===== config.mk =====
export PLATFORM = sky130hd
export DESIGN_NAME = bnpc_unit
export DESIGN_NICKNAME = d
export VERILOG_FILES = /design/src/rtl/bnpc_pkg.sv /design/src/rtl/bnpc_decode.sv /design/src/rtl/bnpc_cond.sv /design/src/rtl/bnpc_target.sv /design/src/rtl/bnpc_unit.sv
export SDC_FILE = /design/constraint.sdc
export NUM_CORES = 1
export LEC_CHECK = 0
export BUFFER_PORTS_ARGS = -buffer_cell sky130_fd_sc_hd__buf_2
export CORE_MARGIN = 2
export CORE_UTILIZATION = 50
export DETAILED_ROUTE_END_ITERATION = 7
export PLACE_DENSITY = 0.79
export SLEW_MARGIN = 15
export SYNTH_ARGS = -nofsm -noshare
export SYNTH_HDL_FRONTEND = slang
export SYNTH_HIERARCHICAL = 1
export SYNTH_SLANG_ARGS = --single-unit

===== constraint.sdc =====
create_clock -name clk -period 12.2 [get_ports clk]
set_input_delay 2.44 -clock clk [delete_from_list [all_inputs] [get_ports clk]]
set_output_delay 2.44 -clock clk [all_outputs]
set_load 0.01 [all_outputs]

===== src/rtl/bnpc_pkg.sv =====
package bnpc_pkg;

  localparam int OPC_W = 8;

  typedef enum logic [OPC_W-1:0] {
    OP_J    = 8'h01,
    OP_JAL  = 8'h02,
    OP_JR   = 8'h03,
    OP_JALR = 8'h04,
    OP_BEQ  = 8'h05,
    OP_BNE  = 8'h06,
    OP_BLEZ = 8'h07,
    OP_BGTZ = 8'h08,
    OP_BLTZ = 8'h09,
    OP_BGEZ = 8'h0a,
    OP_BFPF = 8'h0b,
    OP_BFPT = 8'h0c
  } ctl_op_e;

  typedef enum logic [1:0] {
    FLOW_SEQ,
    FLOW_DIRECT,
    FLOW_INDIRECT,
    FLOW_BRANCH
  } flow_e;

  typedef enum logic [3:0] {
    TEST_NONE,
    TEST_EQ,
    TEST_NE,
    TEST_LEZ,
    TEST_GTZ,
    TEST_LTZ,
    TEST_GEZ,
    TEST_FCLR,
    TEST_FSET
  } test_e;

  typedef struct packed {
    flow_e flow;
    test_e test;
    logic  link_fixed;
    logic  link_rd;
  } ctl_dec_t;

endpackage


===== src/rtl/bnpc_decode.sv =====
module bnpc_decode
  import bnpc_pkg::*;
(
  input  logic [OPC_W-1:0] opcode,
  output ctl_dec_t         dec
);

  always_comb begin
    dec.flow       = FLOW_SEQ;
    dec.test       = TEST_NONE;
    dec.link_fixed = 1'b0;
    dec.link_rd    = 1'b0;
    case (opcode)
      OP_J:    dec.flow = FLOW_DIRECT;
      OP_JAL: begin
        dec.flow       = FLOW_DIRECT;
        dec.link_fixed = 1'b1;
      end
      OP_JR:   dec.flow = FLOW_INDIRECT;
      OP_JALR: begin
        dec.flow    = FLOW_INDIRECT;
        dec.link_rd = 1'b1;
      end
      OP_BEQ: begin
        dec.flow = FLOW_BRANCH;
        dec.test = TEST_EQ;
      end
      OP_BNE: begin
        dec.flow = FLOW_BRANCH;
        dec.test = TEST_NE;
      end
      OP_BLEZ: begin
        dec.flow = FLOW_BRANCH;
        dec.test = TEST_LEZ;
      end
      OP_BGTZ: begin
        dec.flow = FLOW_BRANCH;
        dec.test = TEST_GTZ;
      end
      OP_BLTZ: begin
        dec.flow = FLOW_BRANCH;
        dec.test = TEST_LTZ;
      end
      OP_BGEZ: begin
        dec.flow = FLOW_BRANCH;
        dec.test = TEST_GEZ;
      end
      OP_BFPF: begin
        dec.flow = FLOW_BRANCH;
        dec.test = TEST_FCLR;
      end
      OP_BFPT: begin
        dec.flow = FLOW_BRANCH;
        dec.test = TEST_FSET;
      end
      default: ;
    endcase
  end

endmodule


===== src/rtl/bnpc_cond.sv =====
module bnpc_cond
  import bnpc_pkg::*;
#(
  parameter int XLEN = 32
) (
  input  test_e           test,
  input  logic [XLEN-1:0] rs_val,
  input  logic [XLEN-1:0] rt_val,
  input  logic            fp_flag,
  output logic            cond_ok
);

  logic rs_neg;
  logic rs_zero;
  logic ops_equal;

  assign rs_neg    = rs_val[XLEN-1];
  assign rs_zero   = (rs_val == '0);
  assign ops_equal = (rs_val == rt_val);

  always_comb begin
    case (test)
      TEST_EQ:   cond_ok = ops_equal;
      TEST_NE:   cond_ok = !ops_equal;
      TEST_LEZ:  cond_ok = rs_neg || rs_zero;
      TEST_GTZ:  cond_ok = !rs_neg && !rs_zero;
      TEST_LTZ:  cond_ok = rs_neg;
      TEST_GEZ:  cond_ok = !rs_neg;
      TEST_FCLR: cond_ok = !fp_flag;
      TEST_FSET: cond_ok = fp_flag;
      default:   cond_ok = 1'b0;
    endcase
  end

endmodule


===== src/rtl/bnpc_target.sv =====
module bnpc_target
  import bnpc_pkg::*;
#(
  parameter int PC_W       = 32,
  parameter int XLEN       = 32,
  parameter int TARG_W     = 26,
  parameter int OFS_W      = 16,
  parameter int TGT_SHIFT  = 2,
  parameter int INST_BYTES = 8,
  parameter int ALIGN_BITS = 3
) (
  input  flow_e             flow,
  input  logic [PC_W-1:0]   cur_pc,
  input  logic [TARG_W-1:0] jump_field,
  input  logic [OFS_W-1:0]  br_offset,
  input  logic [XLEN-1:0]   rs_val,
  output logic [PC_W-1:0]   seq_pc,
  output logic [PC_W-1:0]   tgt_pc,
  output logic              misalign
);

  localparam int JLOW = TARG_W + TGT_SHIFT;

  logic [PC_W-1:0] direct_pc;
  logic [PC_W-1:0] branch_pc;
  logic [PC_W-1:0] indirect_pc;
  logic [PC_W-1:0] ofs_ext;

  assign seq_pc = cur_pc + PC_W'(INST_BYTES);

  // region-preserving direct target
  generate
    if (JLOW < PC_W) begin : g_dir_region
      assign direct_pc = {cur_pc[PC_W-1:JLOW], jump_field, {TGT_SHIFT{1'b0}}};
    end else begin : g_dir_full
      assign direct_pc = PC_W'({jump_field, {TGT_SHIFT{1'b0}}});
    end
  endgenerate

  // displacement measured from the sequential address
  assign ofs_ext   = {{(PC_W-OFS_W){br_offset[OFS_W-1]}}, br_offset};
  assign branch_pc = seq_pc + (ofs_ext << TGT_SHIFT);

  generate
    if (XLEN >= PC_W) begin : g_ind_trunc
      assign indirect_pc = rs_val[PC_W-1:0];
    end else begin : g_ind_ext
      assign indirect_pc = {{(PC_W-XLEN){1'b0}}, rs_val};
    end
  endgenerate

  generate
    if (ALIGN_BITS > 0) begin : g_align_chk
      assign misalign = |rs_val[ALIGN_BITS-1:0];
    end else begin : g_align_none
      assign misalign = 1'b0;
    end
  endgenerate

  always_comb begin
    case (flow)
      FLOW_DIRECT:   tgt_pc = direct_pc;
      FLOW_INDIRECT: tgt_pc = indirect_pc;
      FLOW_BRANCH:   tgt_pc = branch_pc;
      default:       tgt_pc = seq_pc;
    endcase
  end

endmodule


===== src/rtl/bnpc_unit.sv =====
module bnpc_unit
  import bnpc_pkg::*;
#(
  parameter int PC_W       = 32,
  parameter int XLEN       = 32,
  parameter int TARG_W     = 26,
  parameter int OFS_W      = 16,
  parameter int REG_IDX_W  = 5,
  parameter int LINK_REG   = 31,
  parameter int TGT_SHIFT  = 2,
  parameter int INST_BYTES = 8,
  parameter int ALIGN_BITS = 3
) (
  input  logic                 clk,
  input  logic                 rst,
  input  logic                 in_valid,
  input  logic [OPC_W-1:0]     opcode,
  input  logic [PC_W-1:0]      cur_pc,
  input  logic [TARG_W-1:0]    jump_field,
  input  logic [OFS_W-1:0]     br_offset,
  input  logic [XLEN-1:0]      rs_val,
  input  logic [XLEN-1:0]      rt_val,
  input  logic [REG_IDX_W-1:0] rd_idx,
  input  logic                 fp_flag,
  output logic                 out_valid,
  output logic [PC_W-1:0]      next_pc,
  output logic [PC_W-1:0]      target_pc,
  output logic                 taken,
  output logic                 link_we,
  output logic [REG_IDX_W-1:0] link_idx,
  output logic [XLEN-1:0]      link_val,
  output logic                 align_fault
);

  ctl_dec_t             dec;
  logic                 cond_ok;
  logic [PC_W-1:0]      seq_pc;
  logic [PC_W-1:0]      tgt_pc;
  logic                 misalign;
  logic                 fault_c;
  logic                 taken_c;
  logic                 link_c;
  logic [REG_IDX_W-1:0] link_idx_c;
  logic [PC_W-1:0]      next_c;

  bnpc_decode u_decode (
    .opcode (opcode),
    .dec    (dec)
  );

  bnpc_cond #(
    .XLEN (XLEN)
  ) u_cond (
    .test    (dec.test),
    .rs_val  (rs_val),
    .rt_val  (rt_val),
    .fp_flag (fp_flag),
    .cond_ok (cond_ok)
  );

  bnpc_target #(
    .PC_W       (PC_W),
    .XLEN       (XLEN),
    .TARG_W     (TARG_W),
    .OFS_W      (OFS_W),
    .TGT_SHIFT  (TGT_SHIFT),
    .INST_BYTES (INST_BYTES),
    .ALIGN_BITS (ALIGN_BITS)
  ) u_target (
    .flow       (dec.flow),
    .cur_pc     (cur_pc),
    .jump_field (jump_field),
    .br_offset  (br_offset),
    .rs_val     (rs_val),
    .seq_pc     (seq_pc),
    .tgt_pc     (tgt_pc),
    .misalign   (misalign)
  );

  // resolution of the control decision
  assign fault_c    = (dec.flow == FLOW_INDIRECT) && misalign;
  assign taken_c    = (dec.flow == FLOW_DIRECT)
                   || ((dec.flow == FLOW_INDIRECT) && !misalign)
                   || ((dec.flow == FLOW_BRANCH) && cond_ok);
  assign link_c     = (dec.link_fixed || dec.link_rd) && !fault_c;
  assign link_idx_c = dec.link_fixed ? REG_IDX_W'(LINK_REG) : rd_idx;
  assign next_c     = taken_c ? tgt_pc : seq_pc;

  always_ff @(posedge clk) begin
    if (rst) begin
      out_valid   <= 1'b0;
      next_pc     <= '0;
      target_pc   <= '0;
      taken       <= 1'b0;
      link_we     <= 1'b0;
      link_idx    <= '0;
      link_val    <= '0;
      align_fault <= 1'b0;
    end else begin
      out_valid <= in_valid;
      if (in_valid) begin
        next_pc     <= next_c;
        target_pc   <= tgt_pc;
        taken       <= taken_c;
        link_we     <= link_c;
        link_idx    <= link_c ? link_idx_c : '0;
        link_val    <= XLEN'(seq_pc);
        align_fault <= fault_c;
      end
    end
  end

  AST_VALID_LATENCY: assert property (@(posedge clk) disable iff (rst)
    in_valid |=> out_valid);

  AST_TAKEN_TO_TARGET: assert property (@(posedge clk) disable iff (rst)
    (out_valid && taken) |-> (next_pc == target_pc));

  AST_UNTAKEN_SEQUENTIAL: assert property (@(posedge clk) disable iff (rst)
    (out_valid && !taken) |-> (next_pc == $past(cur_pc) + PC_W'(INST_BYTES)));

  AST_FAULT_BLOCKS_FLOW: assert property (@(posedge clk) disable iff (rst)
    (out_valid && align_fault) |-> (!taken && !link_we));

  AST_LINK_RETURN_ADDR: assert property (@(posedge clk) disable iff (rst)
    (out_valid && link_we) |-> (link_val == XLEN'($past(cur_pc) + PC_W'(INST_BYTES))));

endmodule


### After elaboration in Yosys (flattened, before gate mapping)

Index checks and enable logic that the tools add are counted.

* add/sub/neg operators: 2
* equal/unequal tests: 24
* mux-type cells: 9
* reductions and logical operators: 20

Operator list (count)
* $pmux W32 S3: 1
* $eq A8 B4 Y1 const B: 5
* $add A32 B32 Y32: 1
* $add A32 B4 Y32 const B: 1
* $eq A32 B32 Y1: 1
* $eq A8 B3 Y1 const B: 4
* $logic_not A32 Y1: 1
* $mux W32: 1
* $pmux W4 S8: 1
* $eq A4 B3 Y1 const B: 4
* $eq A8 B2 Y1 const B: 2
* $mux W5: 2
* $eq A4 B2 Y1 const B: 2
* $eq A8 B1 Y1 const B: 1
* $pmux W1 S8: 1
* $reduce_or A8 Y1: 1
* $logic_not A1 Y1: 6
* $pmux W2 S3: 1
* $logic_and A1 B1 Y1: 5
* $eq A2 B2 Y1 const B: 2
* $eq A4 B1 Y1 const B: 1
* $eq A4 B4 Y1 const B: 1
* $logic_or A1 B1 Y1: 4
* $reduce_or A2 Y1: 2
* other kinds (3): 4

* flip-flop bits (word level): 105
* input bits: 155
* output and inout port bits: 105
* logic and storage cells: 63

### Logic depth before layout (Yosys ltp)

* word-level depth: 8
* depth in mapped cells: 18

### Modules after synthesis

Netlist, hierarchy kept.

Modules (own cells, without submodules)
* bnpc_unit: instances 1, cells each 473, area each 4390.5 µm²
* bnpc_target: instances 1, cells each 392, area each 3067.9 µm²
* bnpc_cond: instances 1, cells each 68, area each 538.0 µm²
* bnpc_decode: instances 1, cells each 21, area each 158.9 µm²

### Least setup slack after synthesis

Ideal clock, no wire load.

* path kind: input to register
* from: input port cur_pc[10]
* to: register next_pc[25]
* setup time: 0.122 ns
* data arrival time: 5.531 ns
* data required time: 12.078 ns
* path slack: 6.547 ns
* cell stages on the path: 16
* path buffers: 1
* path through: nand4_1 nor2_1 nand3_1 xnor2_1 ha_1 buf_2 a21o_1 a21o_1 a221oi_1 o41a_1 o21ai_1 xor2_1 mux4_2 inv_1 o2111ai_1 o311a_1

* cells in the longest elaborated chain, start to end: 4

Ends and longest elaborated chain
* from (decl): RTL line bnpc_unit.sv:18 `input logic [PC_W-1:0] cur_pc,`
* $add A32 B4 Y32: RTL line bnpc_target.sv:29 `assign seq_pc = cur_pc + PC_W'(INST_BYTES);`
* named net seq_pc[18]: RTL line bnpc_unit.sv:37 `logic [PC_W-1:0] seq_pc;`
* $add A32 B32 Y32: RTL line bnpc_target.sv:42 `assign branch_pc = seq_pc + (ofs_ext << TGT_SHIFT);`
* $pmux W32 S3: RTL line bnpc_target.sv:61 `case (flow)`
* named net tgt_pc[25]: RTL line bnpc_unit.sv:38 `logic [PC_W-1:0] tgt_pc;`
* $mux W32: RTL line bnpc_unit.sv:87 `assign next_c = taken_c ? tgt_pc : seq_pc;`
* to (signal assigned): RTL line bnpc_unit.sv:102 `next_pc <= next_c;`
* to (decl): RTL line bnpc_unit.sv:26 `output logic [PC_W-1:0] next_pc,`

The timed path passes the listed nets, and every way through them passes these cells.
A chain may end at the register's enable or synchronous reset.

### Final worst setup path

* from: input port cur_pc[3]
* to: register next_pc[25]

Same word-level chain as after synthesis.

==> run summary <==
Area added between synthesis and finish: 19.68%
WL final: 28120 µm
Synthesized net count: 1144
GP Congestion: 1.010
Synth area leader: dfxtp_1
Drt pass-1 iters: 5
Cell variety after synth: 81
Static leakage: 4.540 nW
Warnings, synthesis: 6
Period utilization: 50.93%
CTS HTree Levels: 3
Vias in the first global route: 7788
Post-synth EDFFs: 0
DRC Markers: 0
DRT met1 WL: 11660 µm
Longest Clk Path Bufs: 2
R2R Setup Slk: 11.39 ns
Hold_buf cts: 0
# rows: 46
Dpl hpwl: 21270 µm
Worst skew pair latency: 0.36 ns
Core area: 15890 µm²
Starting density of the core: 51.34%
DRT iter0 DRCs: 818
Initial antenna violation count: 5
Placed Area: 9454 µm²
Leading cell types in the layout, fill and taps excluded: 257 x buf_2, 166 x nor2_1, 105 x dfxtp_1
WL/cell: 20.27 µm
Setup CP Type: input pin to flip-flop
Design Area, Final: 9761 µm²
Share of cells above drive strength 1: 28.36%
# Post-CTS Setup Buffers: 0
FF+latch count, synth: 105
WHS: 0.4719 ns
Fmax: 0.1609 GHz
Nets: 1352
Tot Pwr: 0.9705 mW
Largest net degree at the start of global routing: 106
Max_slew headroom: 26.29%
Die H: 131.7 µm
Synth area leaders: dfxtp_1 26%, mux2i_1 8.7%, nor2_1 7.6%
Vias per cell: 6.021
PnR worst setup slack: 5.986 ns
# resized after CTS: 0
I/O pin count: 260
Hold Vio Cnt, Final: 0
Final setup viols: 0
Placed instance count: 1367
Most common cell after layout, fill and taps aside: buf_2
Asr flop ratio synth: 0%
Non-Filler Instances: 1387
Root Driver: clkbuf_16
Worst Hold Class: flip-flop to flip-flop
Highest Signal Layer: met4
Die width: 131.7 µm
Met2 WL post-DR: 12950 µm
CTS Buf Count: 9
Seq/Total Area, Yosys: 25.77%
Proportion of netlist area held by the largest area contributor: 25.77%
Crit-path max FO: 9
Fin. max-slew vios: 0
VDD IR max: 0.00006420 V
Post-DRT Antenna Nets: 0
Dpl ws: 5.735 ns
CP Launch Type: input pin
Final Util: 61.44%
Avg Synthesized Cell Area: 8.549 µm²
Sink Count: 105
Pwr dens: 99.43 nW/µm²
RSZ-0062 raised after global routing: false
TritonCTS clock tree: done
Via Count: 8351
Area of the die: 17350 µm²
Worst Clk Skew: 0 ns
Post-synthesis instance area: 8155 µm²
Gr usage total: 31.57%
Primary FF master, synth: dfxtp_1
Max Cap Viol: 0
Worst-margin pin slew: 1.106 ns
Reg clk slew, reported paths: 0.08 ns
Worst EP arrival: 6.46 ns
TNS Setup: 0 ns
CP Capture Type: flip-flop
Grt ovf: 0
Status: finished clean
Port bufs: 259
Global-route wire length before repair: 43190 µm
Crit path time final: 6.214 ns
Met3 wire len: 2497 µm
Syn Inst Count: 954
Worst path required time: 12.45 ns
-- synth_stat cells (5+ instances only) --
library cell and n:
a21o_1 11, a21oi_1 42, a31oi_1 5, and3_1 5, buf_2 13, buf_4 11, clkbuf_1 37, dfxtp_1 105
ha_1 34, inv_1 49, mux2i_1 71, mux4_2 22, nand2_1 36, nand3_1 16, nand4_1 19, nor2_1 166
nor2b_1 9, nor3_1 10, nor4_1 15, o2111ai_1 32, o21ai_0 19, o21ai_1 5, o21bai_1 6, o311a_1 31
o32a_1 5, xnor2_1 38, xor2_1 48
-- flip-flops by register name, indices dropped and copies added, names as in the netlist --
name and flops:
link_val 32, link_we 1, link_idx 5, target_pc 32
taken 1, align_fault 1, out_valid 1, next_pc 32
-- metal layers --
| metal | GRT usage [%] | up-vias |
|---|---|---|
| met1 | 41.88 | 3912 |
| met2 | 49.30 | 456 |
| met4 | 14.31 | 0 |
| met3 | 6.944 | 65 |
| li1 | - | 3918 |
| met5 | 0 | - |
-- power breakdown --
| part | total (mW) | leakage, nW | switching (mW) | internal [mW] |
|---|---|---|---|---|
| clock network | 0.295 | 0.145 | 0.150 | 0.145 |
| logic | 0.299 | 3.53 | 0.173 | 0.126 |
| registers | 0.376 | 0.868 | 0.0116 | 0.365 |
-- final timing paths --
| check | start | end | cells past startpoint |
|---|---|---|---|
| worst min register to register | taken | taken | 2 |
| worst min-delay path | taken | taken | 2 |
| worst max-delay path | cur_pc[3] | next_pc[25] | 17 |
| worst max register to register | next_pc[16] | next_pc[16] | 3 |
-- area by class of cell --
class                      instances  area, µm²
fill                            1422       6125
clock buffer                       9      225.2
inverter                          50      187.7
sequential                       105       2102
tap                              216      270.3
multi-input combinational        731       5544
antenna                            4      10.01
clock inverter                     7      71.32
timing repair buffer             265       1350
-- logic make-up (layout without fill, tap and decap cells) --
group | count (synthesis) | in the layout | share of synthesized area [%]
and+or+nand+nor | 318 | 318 | 19.06
AOI/OAI and AO/OA | 196 | 196 | 18.73
buffers and inverters | 118 | 331 | 6.413
DFF | 105 | 105 | 25.77
muxes | 94 | 94 | 14.93
xor gates and xnor gates | 88 | 88 | 9.635
adders and majority gates | 35 | 35 | 5.462
other | 0 | 4 | 0
-- worst max-delay path, cell delays in order --
cell and delay (ns):
buf_2 0.15, ha_1 0.20, nand3_1 0.20, nor2_2 0.44
xor2_1 0.25, ha_1 0.46, and2_1 0.22, nand4_1 0.11
a21oi_1 0.16, o22ai_1 0.16, o41a_1 0.50, o21ai_1 0.19
xor2_1 0.09, mux4_2 0.48, inv_1 0.07, o2111ai_1 0.13
o311a_1 0.19
Power figures use the tool's default switching activity.
